==> src/rtl/irq_pq_pkg.sv <==
package irq_pq_pkg;

    typedef logic [1:0] pq_t;

    localparam pq_t PQ_IDLE = 2'b00;
    localparam pq_t PQ_PEND = 2'b10;
    localparam pq_t PQ_QUED = 2'b11;
    localparam pq_t PQ_OFF  = 2'b01;

    localparam logic [3:0] OFS_ACK   = 4'h0;
    localparam logic [3:0] OFS_QUERY = 4'h8;
    localparam logic [3:0] OFS_FIRE  = 4'h0;
    localparam logic [3:0] ACCESS_BYTES = 4'd8;

    typedef enum logic [2:0] {
        OP_NONE,
        OP_ACK,
        OP_QUERY,
        OP_FORCE,
        OP_FIRE,
        OP_REJECT
    } op_e;

    function automatic pq_t pq_after_fire(input pq_t cur);
        case (cur)
            PQ_IDLE: return PQ_PEND;
            PQ_PEND: return PQ_QUED;
            PQ_QUED: return PQ_QUED;
            default: return PQ_OFF;
        endcase
    endfunction

    function automatic pq_t pq_after_ack(input pq_t cur);
        case (cur)
            PQ_PEND: return PQ_IDLE;
            PQ_QUED: return PQ_PEND;
            PQ_OFF:  return PQ_OFF;
            default: return PQ_IDLE;
        endcase
    endfunction

endpackage

==> src/rtl/irq_pq_decode.sv <==
module irq_pq_decode
    import irq_pq_pkg::*;
#(
    parameter int NUM_SRC    = 16,
    parameter int PAGE_SHIFT = 12,
    parameter int ADDR_W     = 17,
    parameter int IDX_W      = 4
) (
    input  logic                req_valid,
    input  logic                req_write,
    input  logic [ADDR_W-1:0]   req_addr,
    input  logic [3:0]          req_size,
    input  logic [NUM_SRC-1:0]  src_valid,
    output op_e                 op,
    output logic [IDX_W-1:0]    idx,
    output pq_t                 force_pq
);
    localparam int FULL_W = ADDR_W - PAGE_SHIFT;

    logic [FULL_W-1:0] full_idx;
    logic [3:0]        page_ofs;
    logic              in_range;
    logic              src_ok;
    logic              size_ok;
    logic              unused_low_bits;

    assign full_idx = req_addr[ADDR_W-1:PAGE_SHIFT];
    assign page_ofs = req_addr[11:8];
    assign idx      = full_idx[IDX_W-1:0];
    assign in_range = (32'(full_idx) < NUM_SRC);
    assign src_ok   = in_range && src_valid[idx];
    assign size_ok  = (req_size == ACCESS_BYTES);
    assign force_pq = req_addr[9:8];
    assign unused_low_bits = ^{req_addr[7:0], req_addr[PAGE_SHIFT-1:8]};

    always_comb begin
        op = OP_NONE;
        if (req_valid) begin
            if (req_write) begin
                if (src_ok && size_ok && page_ofs == OFS_FIRE) begin
                    op = OP_FIRE;
                end
            end else if (!src_ok || !size_ok) begin
                op = OP_REJECT;
            end else begin
                case (page_ofs)
                    OFS_ACK:                   op = OP_ACK;
                    OFS_QUERY:                 op = OP_QUERY;
                    4'hC, 4'hD, 4'hE, 4'hF:    op = OP_FORCE;
                    default:                   op = OP_REJECT;
                endcase
            end
        end
    end

endmodule

==> src/rtl/irq_pq_store.sv <==
module irq_pq_store
    import irq_pq_pkg::*;
#(
    parameter int NUM_SRC = 16,
    parameter int IDX_W   = 4
) (
    input  logic             clk,
    input  logic             rst_n,
    input  logic [IDX_W-1:0] rd_idx,
    output pq_t              rd_pq,
    input  logic             wr_en,
    input  logic [IDX_W-1:0] wr_idx,
    input  pq_t              wr_pq
);
    localparam int NBYTES = (NUM_SRC + 3) / 4;
    localparam int BSEL_W = (NBYTES > 1) ? $clog2(NBYTES) : 1;

    logic [7:0] pack_d [NBYTES];
    logic [7:0] pack_q [NBYTES];

    logic [BSEL_W-1:0] rd_byte;
    logic [BSEL_W-1:0] wr_byte;
    logic [2:0]        rd_bit;
    logic [2:0]        wr_bit;

    assign rd_byte = BSEL_W'(rd_idx >> 2);
    assign wr_byte = BSEL_W'(wr_idx >> 2);
    assign rd_bit  = {rd_idx[1:0], 1'b0};
    assign wr_bit  = {wr_idx[1:0], 1'b0};

    assign rd_pq = pack_q[rd_byte][rd_bit +: 2];

    always_comb begin
        for (int b = 0; b < NBYTES; b++) begin
            pack_d[b] = pack_q[b];
        end
        if (wr_en) begin
            pack_d[wr_byte][wr_bit +: 2] = wr_pq;
        end
    end

    for (genvar g = 0; g < NBYTES; g++) begin : g_byte
        always_ff @(posedge clk) begin
            if (!rst_n) begin
                pack_q[g] <= '0;
            end else begin
                pack_q[g] <= pack_d[g];
            end
        end
    end

endmodule

==> src/rtl/irq_pq_ctrl.sv <==
module irq_pq_ctrl
    import irq_pq_pkg::*;
#(
    parameter int NUM_SRC    = 16,
    parameter int PAGE_SHIFT = 12,
    parameter int ADDR_W     = 17,
    parameter int IDX_W      = (NUM_SRC > 1) ? $clog2(NUM_SRC) : 1
) (
    input  logic               clk,
    input  logic               rst_n,
    input  logic               req_valid,
    input  logic               req_write,
    input  logic [ADDR_W-1:0]  req_addr,
    input  logic [3:0]         req_size,
    input  logic [NUM_SRC-1:0] src_valid,
    input  logic [NUM_SRC-1:0] src_mask,
    output logic               rsp_valid,
    output logic [63:0]        rsp_data,
    output logic               notify,
    output logic [IDX_W-1:0]   notify_idx
);
    typedef struct packed {
        logic             rsp_vld;
        logic [63:0]      rsp_data;
        logic             ntf;
        logic [IDX_W-1:0] ntf_idx;
    } out_s;

    out_s out_d, out_q;

    op_e              op;
    logic [IDX_W-1:0] idx;
    pq_t              force_pq;
    pq_t              cur_pq;
    logic             wr_en;
    pq_t              wr_pq;

    irq_pq_decode #(
        .NUM_SRC   (NUM_SRC),
        .PAGE_SHIFT(PAGE_SHIFT),
        .ADDR_W    (ADDR_W),
        .IDX_W     (IDX_W)
    ) u_decode (
        .req_valid(req_valid),
        .req_write(req_write),
        .req_addr (req_addr),
        .req_size (req_size),
        .src_valid(src_valid),
        .op       (op),
        .idx      (idx),
        .force_pq (force_pq)
    );

    irq_pq_store #(
        .NUM_SRC(NUM_SRC),
        .IDX_W  (IDX_W)
    ) u_store (
        .clk   (clk),
        .rst_n (rst_n),
        .rd_idx(idx),
        .rd_pq (cur_pq),
        .wr_en (wr_en),
        .wr_idx(idx),
        .wr_pq (wr_pq)
    );

    always_comb begin
        out_d          = out_q;
        out_d.rsp_vld  = req_valid && !req_write;
        out_d.rsp_data = '0;
        out_d.ntf      = 1'b0;
        wr_en          = 1'b0;
        wr_pq          = cur_pq;
        case (op)
            OP_ACK: begin
                wr_en          = 1'b1;
                wr_pq          = pq_after_ack(cur_pq);
                out_d.rsp_data = {63'd0, cur_pq == PQ_QUED};
            end
            OP_QUERY: begin
                out_d.rsp_data = {62'd0, cur_pq};
            end
            OP_FORCE: begin
                wr_en          = 1'b1;
                wr_pq          = force_pq;
                out_d.rsp_data = {62'd0, cur_pq};
            end
            OP_FIRE: begin
                wr_en = 1'b1;
                wr_pq = pq_after_fire(cur_pq);
                if (cur_pq == PQ_IDLE && !src_mask[idx]) begin
                    out_d.ntf     = 1'b1;
                    out_d.ntf_idx = idx;
                end
            end
            OP_REJECT: begin
                out_d.rsp_data = '1;
            end
            default: begin
            end
        endcase
    end

    always_ff @(posedge clk) begin
        if (!rst_n) begin
            out_q <= '0;
        end else begin
            out_q <= out_d;
        end
    end

    assign rsp_valid  = out_q.rsp_vld;
    assign rsp_data   = out_q.rsp_data;
    assign notify     = out_q.ntf;
    assign notify_idx = out_q.ntf_idx;

endmodule

==> config.mk <==
export PLATFORM = sky130hd
export DESIGN_NAME = irq_pq_ctrl
export DESIGN_NICKNAME = d
export VERILOG_FILES = /design/src/rtl/irq_pq_pkg.sv /design/src/rtl/irq_pq_decode.sv /design/src/rtl/irq_pq_store.sv /design/src/rtl/irq_pq_ctrl.sv
export SDC_FILE = /design/constraint.sdc
export NUM_CORES = 1
export LEC_CHECK = 0
export ABC_CLOCK_PERIOD_IN_PS = 2500
export BUFFER_PORTS_ARGS = -buffer_cell sky130_fd_sc_hd__buf_2
export CAP_MARGIN = 20
export CORE_MARGIN = 1.5
export CORE_UTILIZATION = 36
export DETAILED_ROUTE_END_ITERATION = 8
export PLACE_DENSITY_LB_ADDON = 0.05
export SETUP_SLACK_MARGIN = 0.2
export SYNTH_ARGS = -nofsm -noshare
export SYNTH_HDL_FRONTEND = slang
export SYNTH_SLANG_ARGS = --single-unit
==> constraint.sdc <==
create_clock -name clk -period 2.5 [get_ports clk]
set_input_delay 0.125 -clock clk [delete_from_list [all_inputs] [get_ports clk]]
set_output_delay 0.125 -clock clk [all_outputs]
set_load 0.02 [all_outputs]
# After elaboration in Yosys (flattened, before gate mapping)

Memory sizes are Yosys's and may differ from the RTL's.
Cells that the tools add are included.

Memories kept: 1
Input bits: 57
Logic and storage cells: 76
Output and inout bits: 70
Bits in registers: 70
Bits in writable memories: 32

Eq/ne operators: 14
Mux-type cells: 25
Order comparisons: 4
Bitwise logic cells: 5
Reduce and logical (&&, ||, !) cells: 19
Add/subtract/negate cells: 1
Shifts and indexed selects: 3

Memories:

| name           | depth | bits a word | read ports | clocked after Yosys merged registers in | write ports | line               | source |
|---|---|---|---|---|---|---|---|
| u_store.pack_q | 4     | 8           | 5          | 0                                       | 4           | irq_pq_store.sv:19 | `logic [7:0] pack_q [NBYTES];` |

Operators with widths:

| operator              | count |
|---|---|
| $pmux 64 s3           | 1 |
| $mux 8                | 5 |
| $bwmux 32             | 1 |
| $mux 32               | 1 |
| $eq 4x4->1 const B    | 6 |
| $demux 8 s2           | 1 |
| $mux 3                | 4 |
| $pmux 3 s3            | 1 |
| $bmux 1 s4            | 2 |
| $pmux 2 s2            | 2 |
| $shift 2x5->8 const A | 1 |
| $shiftx 2x5->8        | 1 |
| $shiftx 8x4->2        | 1 |
| $eq 3x2->1 const B    | 2 |
| $eq 3x3->1 const B    | 2 |
| $logic_and 1x1->1     | 6 |
| $pmux 2 s3            | 1 |
| $lt 4x5->1 const B    | 1 |
| $lt 5x5->1 const B    | 1 |
| $mux 1                | 5 |
| $mux 5                | 1 |
| $neg 3->5             | 1 |
| $eq 2x2->1 const B    | 2 |
| $logic_not 1->1       | 4 |
| other kinds (13)      | 18 |

# Depth between registers and ports, before layout

Depth in word-level cells: 14
Mapped depth: 10
Mapped depth without buffers: 7

# By module

A second synthesis with hierarchy kept.

Cells, all modules: 350
Area total of the unflattened synthesis: 3,264.4 sq um

Modules (own cells, without submodules):

| module        | area each (sq um) | times used | cells an instance | sequential area each (sq um) |
|---|---|---|---|---|
| irq_pq_store  | 1,861.8           | 1          | 185               | 640.6 |
| irq_pq_ctrl   | 1,057.3           | 1          | 122               | 180.2 |
| irq_pq_decode | 345.3             | 1          | 43                | 0.0 |

# Worst setup path before layout

No wires, ideal clock.

Path kind: input -> register
Start point: input port req_size[1]
End point: memory u_store.pack_q[0][3]
Path buffers: 2
Data required time: 2,370 ps
Arrival time: 2,079 ps
Setup time: 130 ps
Slack: 291 ps
Cell stages on the path: 8
Cells stage by stage: or4b_1 > a2111oi_4 > a32oi_4 > or3_1 > buf_2 > buf_6 > o311ai_1 > o31ai_1

RTL lines:

| what            | line               | source |
|---|---|---|
| start, declared | irq_pq_ctrl.sv:14  | `input logic [3:0] req_size,` |
| end, declared   | irq_pq_store.sv:19 |  |

==> out/results.tsv <==
metric	value	unit
status	completed	
later-pin clock latency in the skew report	0.29	ns
Arr. time, crit path	2.38	ns
flop2flop setup slack	0.28	ns
flops & latches, synth	41	
Critical R2R Launch	u_store.pack_q[2][1]	
final slew viol count	0	
cells after synthesis	324	
Post-synth EDFFs	0	
H-tree levels	2	
Main synth FF type	dfxtp_1	
layout cells sized above 1	46.6	%
crit path max fanout	9	
CP startpoint	u_store.pack_q[2][1]	
Hold Slack	0.248	ns
Leakage	1.63	nW
Worst Setup Path Type	reg2reg	
DRC Markers	0	
vias	2728	
synth unique cells	45	
Max Cap Viol	0	
Clock Skews	0.00287	ns
Syn Std Cell Area	0.00300	mm^2
First-pass DRT Iterations	4	
clk slew on worst S/H paths	0.08	ns
Vias/cell	5.28	
Worst Tran Pin Value	0.516	ns
Final Power	1.42	mW
largest net degree at the start of global routing	63	
n_diodes	0	
core area	0.00813	mm^2
critical path required time	2.67	ns
Worst setup endpoint	u_store.pack_q[0][4]	
Die Ht	94.3	um
Root Buffer	clkbuf_8	
Peak Freq	451	MHz
row cnt	33	
final hold vios	0	
Die Width	94.3	um
initial antenna violation count	0	
Post-synth ARST share	0	%
hold path cells	4	
CTS Sinks	41	
wire length per cell	16.2	um
Min-Delay Path Class	in2reg	
final setup TNS	0	ns
CTS buffer count	5	
Post-Route WL	8370	um
final net count	473	
fin crit period	2.22	ns
syn nets	385	
Final ANT Viol Nets	0	
IR drop worst, VDD	284	uV
hpwl dp	6520	um
port bufs	118	
CTS tree	yes	
Starting Density	36.9	%
fin crit share	88.7	%
RR Endpoint	u_store.pack_q[0][4]	
IO Pins	127	
area delta synth->final	20.4	%
Startpoint Class	register	
Max clock buf depth	2	
GRT Total Usage	18.8	%
number of synthesis warnings	0	
unrepaired setup endpoints after global routing	true	
initial drt markers	164	
Mapped Avg Cell Area	9.26	um^2
die area	0.00889	mm^2
R2R cell count	7	
first-pass GRT wire length	12900	um
# setup viols final	0	
Worst slew margin	65.6	%
CP endpoint kind	register	
routability cong.	0.772	
pwr/cell area	392	mW/mm^2
number of global-route vias before repair	2470	
register area share after synthesis	27.4	%
# Post-CTS Setup Buffers	0	
total gr overflow	0	
-- worst max-delay path: stages (launching register included) --
cell	delay (ns)
dfxtp_1	0.31
mux4_1	0.59
a22o_1	0.25
or2_1	0.25
a31oi_2	0.19
a2bb2oi_2	0.23
buf_6	0.17
o21ai_0	0.09
-- routing by layer --
| metal | up-vias | global-route usage (%) | routed length (um) |
|---|---|---|---|
| li1 | 1347 | - | - |
| met1 | 1278 | 23.6 | 3640 |
| met2 | 97 | 33.9 | 4230 |
| met3 | 6 | 2.59 | 441 |
| met4 | 0 | 4.10 | 70 |
| met5 | - | 0 | 0 |
-- worst min path at each step --
stage,start,to,slack (ns)
global route,req_valid,u_store.pack_q[0][3],0.26
CTS,req_write,rsp_valid,0.24
finish,req_write,rsp_valid,0.25
floorplan,req_addr[8],u_store.pack_q[1][4],0.35
global placement,notify_idx[3],notify_idx[3],0.45
detailed placement,notify_idx[0],notify_idx[0],0.46
-- cells in the mapped netlist, types with 3 or more instances --
cell / instances / area (um^2)
a21boi_0: 3 / 22.5
a21oi_1: 3 / 15.0
a31oi_1: 3 / 18.8
and2_1: 5 / 31.3
and3_1: 4 / 25.0
buf_2: 6 / 30.0
buf_4: 61 / 458
buf_6: 3 / 33.8
clkbuf_1: 10 / 37.5
dfxtp_1: 41 / 821
ha_1: 4 / 50.1
inv_1: 3 / 11.3
mux2_2: 5 / 56.3
mux2i_1: 6 / 60.1
mux4_1: 7 / 184
mux4_2: 8 / 180
nand2_1: 18 / 67.6
nand3_1: 16 / 80.1
nand4_1: 10 / 62.6
nor2_1: 11 / 41.3
nor2b_1: 5 / 31.3
nor4_1: 3 / 18.8
o211ai_1: 16 / 120
o21ai_0: 26 / 130
o21ai_1: 5 / 25.0
o311ai_0: 12 / 105
o31ai_1: 5 / 37.5
or3_1: 3 / 18.8
-- through the flow --
step           cell area, um^2  util, %  worst slack [ns]  std cells
4_1_cts                   3570     43.9             0.215        517
5_1_grt                   3610     44.4             0.182        517
2_1_floorplan             3000        -             0.291        324
3_3_place_gp              3480     42.8           -0.0432        510
6_report                  3610     44.4             0.283        517
3_5_place_dp              3480     42.8           -0.0641        510
-- cell families after synthesis --
group	synth area share (%)
compound gates	20.9
fa+ha+maj	1.67
buf+inv	19.1
flops	27.4
mux	16.0
simple gates	14.9
-- registers in the layout, summed over array words and instances, names as in the netlist --
name,count
rsp_valid,1
notify,1
rsp_data,3
notify_idx,4
u_store.pack_q,32
-- cell type report --
type                            count  area (um^2)
Fill cell                         826         4520
Multi-Input combinational cell    199         1630
Timing Repair Buffer              161          927
Sequential cell                    41          821
Tap cell                          105          131
Clock buffer                        6         82.6
Inverter                            4         15.0
Clock inverter                      1         7.51
-- report_power, final --
part | internal (mW) | leakage (nW) | switching (mW)
Clock | 0.219 | 0.0433 | 0.236
Sequential | 0.655 | 0.331 | 0.000476
Combinational | 0.124 | 1.25 | 0.182
Total | 0.998 | 1.63 | 0.419
-- placed cells by master (no fill, tap or decap), drive strengths merged, types with 4 or more instances in the layout --
master | netlist | final
nor2 | 11 | 11
nand3 | 16 | 16
clkbuf | 10 | 7
nor2b | 5 | 5
ha | 4 | 4
o31ai | 5 | 5
o211ai | 16 | 16
mux2i | 6 | 6
nand4 | 10 | 10
and2 | 5 | 5
mux2 | 5 | 5
dfxtp | 41 | 41
mux4 | 15 | 15
and3 | 4 | 4
or3 | 4 | 4
o21ai | 31 | 31
buf | 70 | 160
o311ai | 14 | 14
inv | 4 | 4
nand2 | 18 | 18
-- what timing repair did --
action                                  4_1_cts  5_1_grt
hold buffers                                  0        0
gates resized for setup                       0       13
endpoints found under the setup margin        0       32
Power figures use the tool's default switching activity.
